$ cat src/rtl/i2c_fault_pkg.sv
package i2c_fault_pkg;
  localparam int unsigned CODE_W = 8;
  localparam logic [CODE_W-1:0] CODE_IDLE  = 8'hF8;
  localparam logic [CODE_W-1:0] CODE_FRAME = 8'h00;
  localparam logic [CODE_W-1:0] CODE_STALL = 8'h90;

  typedef enum logic [1:0] {
    FK_NONE  = 2'd0,
    FK_FRAME = 2'd1,
    FK_STALL = 2'd2
  } fault_kind_e;

  function automatic logic [CODE_W-1:0] kind_to_code(fault_kind_e k);
    case (k)
      FK_FRAME: kind_to_code = CODE_FRAME;
      FK_STALL: kind_to_code = CODE_STALL;
      default:  kind_to_code = CODE_IDLE;
    endcase
  endfunction
endpackage

$ cat src/rtl/i2c_cond_detect.sv
module i2c_cond_detect (
  input  logic clk,
  input  logic rst_n,
  input  logic scl_i,
  input  logic sda_i,
  output logic start_o,
  output logic stop_o
);
  logic scl_q, sda_q;
  logic scl_d, sda_d;

  always_comb begin
    scl_d = scl_i;
    sda_d = sda_i;
  end

  always_ff @(posedge clk or negedge rst_n) begin
    if (!rst_n) begin
      scl_q <= 1'b1;
      sda_q <= 1'b1;
    end else begin
      scl_q <= scl_d;
      sda_q <= sda_d;
    end
  end

  // Both SCL samples must be high around the SDA edge
  always_comb begin
    start_o = scl_q & scl_i & sda_q & ~sda_i;
    stop_o  = scl_q & scl_i & ~sda_q & sda_i;
  end

  assert_scl_low_quiet_R10: assert property (@(posedge clk) disable iff (!rst_n)
    !scl_i |-> !(start_o || stop_o));
endmodule

$ cat src/rtl/i2c_lowclk_timer.sv
module i2c_lowclk_timer #(
  parameter int unsigned TW = 16
) (
  input  logic          clk,
  input  logic          rst_n,
  input  logic          scl_i,
  input  logic          active_i,
  input  logic [TW-1:0] limit_i,
  output logic          stall_o
);
  localparam logic [TW-1:0] ONE = TW'(1);

  logic [TW-1:0] cnt_q, cnt_d;
  logic          cnt_en;
  logic          armed;

  always_comb begin
    armed   = (limit_i != '0);
    cnt_en  = active_i & ~scl_i & armed & (cnt_q < limit_i);
    cnt_d   = cnt_q;
    if (scl_i || !active_i) begin
      cnt_d = '0;
    end else if (cnt_en) begin
      cnt_d = cnt_q + ONE;
    end
    stall_o = active_i & ~scl_i & armed & (cnt_q == limit_i - ONE);
  end

  always_ff @(posedge clk or negedge rst_n) begin
    if (!rst_n) begin
      cnt_q <= '0;
    end else begin
      cnt_q <= cnt_d;
    end
  end

  assert_reload_R7: assert property (@(posedge clk) disable iff (!rst_n)
    (scl_i || !active_i) |=> (cnt_q == '0));

  assert_cnt_bound_R6: assert property (@(posedge clk) disable iff (!rst_n)
    ((cnt_q <= limit_i) && !scl_i) |=> (cnt_q <= $past(limit_i)));
endmodule

$ cat src/rtl/i2c_fault_latch.sv
module i2c_fault_latch
  import i2c_fault_pkg::*;
(
  input  logic              clk,
  input  logic              rst_n,
  input  logic              frame_hit_i,
  input  logic              stall_hit_i,
  output logic              pulse_o,
  output logic              latched_o,
  output logic [CODE_W-1:0] code_o
);
  fault_kind_e kind_q, kind_d;
  logic        pulse_q, pulse_d;
  logic        new_fault;

  always_comb begin
    new_fault = (kind_q == FK_NONE) & (frame_hit_i | stall_hit_i);
    kind_d    = kind_q;
    pulse_d   = 1'b0;
    if (new_fault) begin
      pulse_d = 1'b1;
      kind_d  = frame_hit_i ? FK_FRAME : FK_STALL;
    end
  end

  always_ff @(posedge clk or negedge rst_n) begin
    if (!rst_n) begin
      kind_q  <= FK_NONE;
      pulse_q <= 1'b0;
    end else begin
      kind_q  <= kind_d;
      pulse_q <= pulse_d;
    end
  end

  always_comb begin
    pulse_o   = pulse_q;
    latched_o = (kind_q != FK_NONE);
    code_o    = kind_to_code(kind_q);
  end

  assert_pulse_single_R9: assert property (@(posedge clk) disable iff (!rst_n)
    pulse_o |=> !pulse_o);

  assert_pulse_with_irq_R9: assert property (@(posedge clk) disable iff (!rst_n)
    pulse_o |-> latched_o);

  assert_hold_R9: assert property (@(posedge clk) disable iff (!rst_n)
    latched_o |=> (latched_o && $stable(code_o)));
endmodule

$ cat src/rtl/i2c_fault_monitor.sv
module i2c_fault_monitor
  import i2c_fault_pkg::*;
#(
  parameter int unsigned TW = 16
) (
  input  logic              clk,
  input  logic              rst_n,
  input  logic              scl_sync,
  input  logic              sda_sync,
  input  logic              in_frame,
  input  logic              engaged,
  input  logic [TW-1:0]     timeout_limit,
  output logic              err_pulse,
  output logic [CODE_W-1:0] err_code,
  output logic              release_lines,
  output logic              irq
);
  logic start_hit, stop_hit;
  logic frame_hit, stall_hit;
  logic latched;

  i2c_cond_detect u_cond (
    .clk     (clk),
    .rst_n   (rst_n),
    .scl_i   (scl_sync),
    .sda_i   (sda_sync),
    .start_o (start_hit),
    .stop_o  (stop_hit)
  );

  i2c_lowclk_timer #(.TW(TW)) u_timer (
    .clk      (clk),
    .rst_n    (rst_n),
    .scl_i    (scl_sync),
    .active_i (engaged),
    .limit_i  (timeout_limit),
    .stall_o  (stall_hit)
  );

  // Misplaced conditions count only inside a frame and while engaged
  always_comb begin
    frame_hit = engaged & in_frame & (start_hit | stop_hit);
  end

  i2c_fault_latch u_latch (
    .clk         (clk),
    .rst_n       (rst_n),
    .frame_hit_i (frame_hit),
    .stall_hit_i (stall_hit),
    .pulse_o     (err_pulse),
    .latched_o   (latched),
    .code_o      (err_code)
  );

  always_comb begin
    irq           = latched;
    release_lines = latched;
  end

  assert_idle_quiet_R5: assert property (@(posedge clk) disable iff (!rst_n)
    !engaged |=> !err_pulse);

  assert_frame_code_R2: assert property (@(posedge clk) disable iff (!rst_n)
    (frame_hit && !irq) |=> (err_code == CODE_FRAME));
endmodule

$ cat config.mk
export PLATFORM = sky130hd
export DESIGN_NAME = i2c_fault_monitor
export DESIGN_NICKNAME = d
export VERILOG_FILES = /design/src/rtl/i2c_fault_pkg.sv /design/src/rtl/i2c_cond_detect.sv /design/src/rtl/i2c_lowclk_timer.sv /design/src/rtl/i2c_fault_latch.sv /design/src/rtl/i2c_fault_monitor.sv
export SDC_FILE = /design/constraint.sdc
export NUM_CORES = 1
export LEC_CHECK = 0
export ABC_AREA = 1
export BUFFER_PORTS_ARGS = -buffer_cell sky130_fd_sc_hd__buf_2
export CORE_ASPECT_RATIO = 1.5
export CORE_MARGIN = 4
export CORE_UTILIZATION = 53
export CTS_CLUSTER_DIAMETER = 200
export DETAILED_ROUTE_END_ITERATION = 6
export PLACE_DENSITY = 0.81
export SLEW_MARGIN = 20
export SYNTH_ARGS = -nofsm -noshare
export SYNTH_HDL_FRONTEND = slang
export SYNTH_HIERARCHICAL = 1
export SYNTH_SLANG_ARGS = --single-unit
$ cat constraint.sdc
create_clock -name clk -period 1.7 [get_ports clk]
set_input_delay 0.17 -clock clk [delete_from_list [all_inputs] [get_ports clk]]
set_output_delay 0.17 -clock clk [all_outputs]
set_load 0.005 [all_outputs]
# Yosys cells after proc, flatten, opt, wreduce, memory -nomap -nowiden
# Cells that the tools add are included.
# totals
ff_bits	21
in_bits	22
# classes
n_addsub	2
order_cmp	1
eq_ne	3
n_mux	5
bitwise_logic	17
reduce_logical	6
# op_table
op	count
2-to-1 mux 16 bit	2
adder 16 x 1 -> 16 bit (second input constant)	1
== test 16 bit	1
less-than comparator 16 bit	1
case mux 8 bit (2 select lines)	1
nonzero test 16 bit	1
subtractor 16 x 1 -> 16 bit (second input constant)	1
bitwise AND 1 bit	12
nonzero test 2 bit	2
NOT 1 bit	3
== test 2 x 1 -> 1 bit (second input constant)	1
== test 2 bit (second input constant)	1
logical NOT 2 bit	1
2-to-1 mux 2 bit	1
OR 1 bit	2
logical NOT 1 bit	1
logical OR 1 bit	1
2-to-1 mux 1 bit	1

# Logic depth before layout (Yosys ltp)
# Gate-level depths: netlist (run 1).
# logic_depth
word_depth	8
ltp_mapped	16
ltp_nobuf	16

# Modules after synthesis
# The synthesis (run 1) kept the hierarchy.
# by_module_without_submodules
module	n_inst	cells_per_inst	area_per_inst_um2	seq_area_each_um2
i2c_lowclk_timer	1	348	2097.0	400.4
i2c_fault_latch	1	28	216.5	75.1
i2c_cond_detect	1	9	78.8	52.6
i2c_fault_monitor	1	4	18.8	0.0

# Worst setup path before layout (run 1)
# Ideal clock, no wire load.
# synth_path
kind	register to register
start	register u_timer.cnt_q[13]
end	register u_timer.cnt_q[6]
setup_time_ps	117
arrival_ps	1567
required_ps	1583
path_slack_ps	17
stages_incl_launch_ff	11
path_buffers	1
cell_sequence	dfrtp_1 > ha_1 > a21oi_1 > nor2_1 > nor2_1 > nand3_2 > nor2_4 > nand2_4 > buf_6 > nand3_1 > nand2_1
# synth_between
elab_chain_cells	3
# synth_lines
item	line_no	text
from (decl)	i2c_lowclk_timer.sv:13	logic [TW-1:0] cnt_q, cnt_d;
from (signal assigned)	i2c_lowclk_timer.sv:33	cnt_q <= cnt_d;
less-than comparator 16 bit	i2c_lowclk_timer.sv:19	cnt_en = active_i & ~scl_i & armed & (cnt_q < limit_i);
bitwise AND 1 bit	i2c_lowclk_timer.sv:19	
nonzero test 2 bit (no line)	n/a	
# No other way between the ends.
# A chain may end at the register's enable or synchronous reset.

# Worst setup path after layout (run 1)
# layout_path
start	register u_timer.cnt_q[6]
end	register u_timer.cnt_q[11]
# layout_between
elab_chain_cells	3
elab_cells_between_ends	6
# layout_lines
item	line_no
adder 16 x 1 -> 16 bit / less-than comparator 16 bit (equally long branches)	i2c_lowclk_timer.sv:24, i2c_lowclk_timer.sv:19
2-to-1 mux 16 bit / bitwise AND 1 bit (equally long branches)	i2c_lowclk_timer.sv:23, i2c_lowclk_timer.sv:19
2-to-1 mux 16 bit / nonzero test 2 bit (equally long branches)	n/a
# Parallel ways exist; a longest one is shown, timed or not. The select of a mux whose other input is x is not followed.

==> results.py, run 1 <==
metrics = {
    "outcome": {
        "status": "finished, violations left",
        "violations": "negative setup slack",
    },
    "worst_setup_path": {
        "endpoint_kind": "flip-flop",
        "critPathLaunch": "u_timer/cnt_q[6]$_DFFE_PN0P_",
        "worst_r2r_startpoint": "u_timer/cnt_q[6]$_DFFE_PN0P_",
        "start_kind": "flip-flop",
        "arrival_ns": 2.00,
        "cp_slowest_cell": "dfrtp_1",
        "crit_family": "simple AND/OR/NAND/NOR gates",
        "required_ns": 1.86,
        "crit_fanout": 8,
        "cpMostUsedCell": "nand2_1",
        "critical_path_class": "flip-flop to flip-flop",
        "crit_path_cell_trace": "ha_1, nand2_1, nor2_1, nor3_1, nand2_1, nand2_4, nand2_8, buf_12, nand3_2, nand2_1",
        "worst_path_largest_cell_delay_ns": 0.40,
        "worst-path-buf-inv": 1,
    },
    "timing": {
        "finalWorstSetupSlack_ns": -0.1451,
        "layout_min_cycle_time_ns": 1.845,
        "slew_violations": 0,
        "setup_viol": 18,
        "max_freq_mhz": 542.0,
        "fin_skew_ns": 0.006682,
        "hold_viol": 0,
        "post-route-period-util_pct": 108.5,
        "rsz0062_at_grt": "true",
    },
    "clock_network": {
        "clkSlewWorstSetupHoldPaths_ns": 0.08,
        "cts_tree": "built",
        "cts_buffers": 3,
        "cts_root_buf": "clkbuf_8",
        "clkLatencyLatePin_ns": 0.27,
        "h-tree-depth": 1,
        "cts.sinks": 21,
        "cts_max_path_buffers": 2,
    },
    "floorplan": {
        "num_io_pins": 33,
        "die_h_um": 90.61,
        "rows": 29,
        "die_area_um2": 5714,
        "core_um2": 4318,
        "die_w_um": 63.07,
        "initial_core_util_pct": 55.84,
    },
    "yosys": {
        "syn_area_um2": 2411,
        "ys_async_sr_fraction_pct": 100.0,
        "synth_compound_area_share_pct": 3.373,
        "synthCells": 389,
        "ys_seq_area_share_pct": 21.90,
        "synth_area_leaders": "dfrtp_1, nand2_1, ha_1",
        "synthAdderAreaFrac_pct": 10.90,
        "synth_top_family_by_area": "simple AND/OR/NAND/NOR gates",
        "ys.flop_type": "dfrtp_1",
        "muxShareOfSynthArea_pct": 0,
        "ys_seq_elements": 21,
        "synth_xor_area_share_pct": 7.992,
        "yosysTopAreaCellShare_pct": 19.72,
        "post_synth_and_or_nand_nor_area_fraction_pct": 42.86,
        "synth_area_leader_cell": "dfrtp_1",
        "synthDistinctLibCells": 32,
        "yosysWarnings": 6,
        "synth-edff-count": 0,
        "synth_area_per_cell_um2": 6.198,
    },
    "cells_and_area": {
        "syn2layout_area_growth_pct": 33.83,
        "final_nets": 500,
        "drive_gt1_share_pct": 31.58,
        "final_common_cell": "nand2_1",
        "final_cell_mix": "nand2_1, nor2_1, inv_1",
        "post-route-util_pct": 74.73,
        "diodes": 0,
    },
    "route": {
        "finalWirelength_um": 7498,
        "wl_per_cell_um": 14.94,
        "drtIter0Drc": 148,
        "post_drt_via_cell_ratio": 5.486,
        "firstDrtPassIters": 5,
        "drc": 0,
        "antenna_left": 0,
        "vias": 2754,
    },
    "power": {
        "p_leak_nw": 1.699,
        "peakVddDrop_mv": 0.4696,
        "design_power_total_mw": 1.192,
        "p_per_area_nw_per_um2": 369.4,
    },
    "global_routing": {
        "gr-usage-all-layers_pct": 24.00,
        "antenna_found_initial": 0,
        "grt-busiest-layer": "met2",
        "grt_use_met1_pct": 23.56,
        "grt_pass1_vias": 2610,
        "grt_overflow": 0,
        "grt_max_degree": 22,
        "use_met3_pct": 2.864,
        "use_met2_pct": 45.55,
        "grt_pass1_wl_um": 11030,
    },
    "flow_run": {
        "maxCapViolations": 0,
    },
    "placed_design": {
        "preCtsSetupSlack_ns": -0.2508,
        "port_buffers": 29,
        "dp_hpwl_um": 5260,
        "gp_congestion": 0.8752,
    },
    "min_path": {
        "hp-class": "input port to flip-flop",
        "hold_start": "sda_sync",
    },
}
[metrics by stage]
stage	hold slack, ns	cells	setup TNS [ns]	instance area, um^2
final	0.02019	502	-1.536	3227
after global routing	0.01800	502	-2.624	3227
after CTS	0.02085	496	-0.1876	2950
after detailed placement	0.1650	488	-1.264	2813
after global placement	0.1580	488	-0.7103	2813
after floorplan	-0.1256	391	0	2419
[registers in the layout (all words and copies together), names as in the netlist]
register,flops
u_latch/kind_q,2
u_cond/scl_q,1
u_cond/sda_q,1
u_timer/cnt_q,16
u_latch/pulse_o,1
[synth_stat cells (3+ instances only)]
cell     number
a21oi_1       6
buf_2         4
buf_4         7
dfrtp_1      19
ha_1         21
inv_1        47
inv_2         9
nand2_1     120
nand2_2       3
nand3_1      36
nand4_1       6
nor2_1       51
nor2_2        6
nor3_1        5
o21ai_0       4
o21ai_1       3
xnor2_1       4
xor2_1       18
[power breakdown]
group          switching [mW]  internal, mW
clock network           0.174         0.167
logic                   0.198         0.139
registers             0.00496         0.508
total                   0.377         0.815
[routing by layer]
| layer | vias up | wire length [um] |
|---|---|---|
| met1 | 1230 | 2539 |
| met4 | 0 | 634 |
| met2 | 135 | 3955 |
| met5 | - | 0 |
| met3 | 56 | 369 |
| li1 | 1333 | - |
[worst register-to-register path, cell delays in order (launching register included)]
cell and delay, ns:
dfrtp_1 0.40, ha_1 0.30, nand2_1 0.09, nor2_1 0.05
nor3_1 0.21, nand2_1 0.15, nand2_4 0.13, nand2_8 0.12
buf_12 0.17, nand3_2 0.06, nand2_1 0.06
[layout make-up]
| cell class | count | area [um^2] |
|---|---|---|
| Fill cell | 321 | 1091 |
| Tap cell | 46 | 57.56 |
| Clock buffer | 4 | 45.04 |
| Sequential cell | 21 | 528.0 |
| Inverter | 58 | 217.7 |
| Timing Repair Buffer | 73 | 509.2 |
| Multi-Input combinational cell | 300 | 1869 |
[final timing paths]
kind                                                  to  slack (ns)  depth (start not counted)
max reg2reg                u_timer/cnt_q[11]$_DFFE_PN0P_       -0.15                         10
min in group asynchronous  u_latch/kind_q[0]$_DFFE_PN0P_        0.43                          2
min reg2reg                u_latch/kind_q[1]$_DFFE_PN0P_        0.48                          2
max                        u_timer/cnt_q[11]$_DFFE_PN0P_       -0.15                         10
max in group asynchronous         u_cond/sda_q$_DFF_PN1_        0.91                          2
min                               u_cond/sda_q$_DFF_PN1_        0.02                          1
[cell families (layout without fill, tap and decap cells)]
group	Yosys count	after routing
AND/OR/NAND/NOR	237	239
flip-flops	21	21
buffers and inverters	72	135
AO/OA/AOI/OAI	15	15
adder cells (fa/ha/maj)	21	21
other	1	3
XOR/XNOR	22	22
[repair_timing]
item,in CTS,in global routing
hold buffers,1,0
setup buffers,2,5
pin swaps,7,28
gates resized for setup,11,48
endpoints found under the hold margin,19,0
gates cloned,1,1
endpoints found under the setup margin,18,19
No activity file was read; power rests on OpenSTA's default activity.
==> inputs of run 2 (changes only) <==
--- a/config.mk
+++ b/config.mk
@@ -7,13 +7,13 @@
 export LEC_CHECK = 0
 export ABC_AREA = 1
 export BUFFER_PORTS_ARGS = -buffer_cell sky130_fd_sc_hd__buf_2
-export CORE_ASPECT_RATIO = 1.5
+export CORE_ASPECT_RATIO = 2
 export CORE_MARGIN = 4
 export CORE_UTILIZATION = 53
 export CTS_CLUSTER_DIAMETER = 200
 export DETAILED_ROUTE_END_ITERATION = 6
 export PLACE_DENSITY = 0.81
-export SLEW_MARGIN = 20
+export SLEW_MARGIN = 10
 export SYNTH_ARGS = -nofsm -noshare
 export SYNTH_HDL_FRONTEND = slang
 export SYNTH_HIERARCHICAL = 1
==> run 2 against run 1 <==
The flow still finishes with violations (negative setup slack). Cell count grew 2.4%. Setup slack lost 0.017 ns. Sequential share of layout area shrank 0.057 points. Fmax shrank 0.93%. Flip-flop and latch count is the same. Count of clock-buffer cells in the layout is the same. Clock power is essentially flat. Combinational power grew 2%. Total power grew 0.38%. Global-route usage grew 6.3 points. Sequential power is essentially flat. Clock skew shrank 0.0035 ns.
==> results.py, run 2 (synthesis results as in run 1) <==
metrics = {
    "outcome": {
        "status": "finished, violations left",
        "violations": "negative setup slack",
    },
    "route": {
        "drtIter0Drc": 176,
        "firstDrtPassIters": 5,
        "wl_per_cell_um": 16.45,
        "post_drt_via_cell_ratio": 5.535,
        "vias": 2845,
        "drc": 0,
        "finalWirelength_um": 8455,
        "antenna_left": 0,
    },
    "flow_run": {
        "maxCapViolations": 0,
    },
    "worst_setup_path": {
        "cp_slowest_cell": "dfrtp_1",
        "start_kind": "flip-flop",
        "endpoint_kind": "flip-flop",
        "worst-path-buf-inv": 2,
        "crit_path_cell_trace": "ha_1, nand2_1, inv_2, buf_4, nand3_1, nor2_4, nand2_8, nand2_8, nand2_8, nand2_2, nand2_2",
        "crit_fanout": 6,
        "arrival_ns": 2.01,
        "crit_family": "simple AND/OR/NAND/NOR gates",
        "critical_path_class": "flip-flop to flip-flop",
        "worst_path_largest_cell_delay_ns": 0.39,
        "cpMostUsedCell": "nand2_8",
        "required_ns": 1.85,
    },
    "timing": {
        "max_freq_mhz": 536.9,
        "layout_min_cycle_time_ns": 1.862,
        "hold_viol": 0,
        "tightest_slew_ns": 0.5157,
        "fin_skew_ns": 0.003172,
        "finalWorstSetupSlack_ns": -0.1624,
        "rsz0062_at_grt": "true",
        "slew_violations": 0,
        "slew_headroom_pct": 65.62,
        "setup_viol": 18,
        "post-route-period-util_pct": 109.6,
        "hold_ws_ns": 0.01569,
    },
    "global_routing": {
        "grt_max_degree": 22,
        "grt_pass1_vias": 2833,
        "grt_pass1_wl_um": 13430,
        "antenna_found_initial": 0,
        "gr-usage-all-layers_pct": 30.29,
        "grt_overflow": 0,
    },
    "cells_and_area": {
        "top_register": "u_timer/cnt_q",
        "syn2layout_area_growth_pct": 34.30,
        "final_cell_mix": "nand2_1, nor2_1, inv_1",
        "drive_gt1_share_pct": 31.30,
        "final_common_cell": "nand2_1",
        "reg.largest.list": "u_timer/cnt_q: 16 flops, u_latch/kind_q: 2 flops",
        "diodes": 0,
        "final_nets": 504,
        "largest_reg_flops": 16,
        "finalInstanceArea_um2": 3238,
        "nFillCells": 308,
    },
    "power": {
        "peakVddDrop_mv": 0.3352,
        "p_per_area_nw_per_um2": 369.5,
        "p_leak_nw": 1.683,
    },
    "clock_network": {
        "clkSlewWorstSetupHoldPaths_ns": 0.08,
        "cts_buffers": 3,
        "cts_max_path_buffers": 2,
        "cts.sinks": 21,
        "clkLatencyLatePin_ns": 0.27,
        "cts_tree": "built",
        "cts_root_buf": "clkbuf_8",
        "h-tree-depth": 1,
    },
    "floorplan": {
        "die_h_um": 103.4,
        "initial_core_util_pct": 55.03,
        "die_area_um2": 5758,
        "num_io_pins": 33,
        "die_w_um": 55.69,
        "core_um2": 4382,
        "rows": 34,
    },
    "placed_design": {
        "preCtsSetupSlack_ns": -0.2136,
        "dp_hpwl_um": 5686,
        "gp_congestion": 0.8896,
        "place_area_um2": 2840,
        "port_buffers": 29,
    },
    "min_path": {
        "hp-class": "input port to flip-flop",
    },
}
==> run 2: path summary, 6_finish.rpt <==
path                       slack [ns]                     startpoint  depth (start not counted)                             to
hold / removal                   0.02                       sda_sync                          1         u_cond/sda_q$_DFF_PN1_
max in group asynchronous        0.93                          rst_n                          2         u_cond/sda_q$_DFF_PN1_
setup / recovery                -0.16  u_timer/cnt_q[11]$_DFFE_PN0P_                         11  u_timer/cnt_q[13]$_DFFE_PN0P_
setup reg to reg                -0.16  u_timer/cnt_q[11]$_DFFE_PN0P_                         11  u_timer/cnt_q[13]$_DFFE_PN0P_
min in group asynchronous        0.41                          rst_n                          2  u_latch/kind_q[0]$_DFFE_PN0P_
hold reg to reg                  0.50  u_latch/kind_q[1]$_DFFE_PN0P_                          2  u_latch/kind_q[1]$_DFFE_PN0P_
==> run 2: area by class of cell <==
class,instances,area [um^2],area share (%)
Inverter,58,222.7,6.878
Timing Repair Buffer,75,525.5,16.23
Clock buffer,4,45.04,1.391
Sequential cell,21,528.0,16.31
Tap cell,54,67.56,2.087
Multi-Input combinational cell,302,1849,57.11
==> run 2: stage by stage <==
stage / total power, mW / utilization (%) / instances / setup TNS, ns
after floorplan: 0.6820 / - / 391 / 0
after detailed placement: 0.8056 / 64.82 / 500 / -1.441
after global routing: 1.256 / 73.90 / 514 / -3.510
after CTS: 1.173 / 72.47 / 512 / -1.019
after global placement: 0.7964 / 64.82 / 500 / -1.139
final: 1.197 / 73.90 / 514 / -2.091
==> run 2: power by group <==
| part | switching [mW] | leakage [nW] | internal, mW |
|---|---|---|---|
| Combinational | 0.203 | 1.37 | 0.141 |
| Clock | 0.172 | 0.0228 | 0.168 |
| Sequential | 0.00485 | 0.285 | 0.508 |
| Total | 0.380 | 1.68 | 0.816 |
==> run 2: repair_timing <==
item / CTS / global route
hold endpoints to repair: 19 / 0
pin swaps: 12 / 8
gates cloned: 4 / 0
resized for setup: 40 / 12
buffers inserted: 3 / 2
hold buffers: 1 / 0
setup endpoints to repair: 19 / 19
==> run 2: layer usage <==
metal	wire length, um	up-vias	GRT usage, %
li1	-	1345	-
met1	2699	1286	28.32
met2	4510	154	58.67
met3	565	60	3.230
met4	679	0	23.97
met5	0	-	0
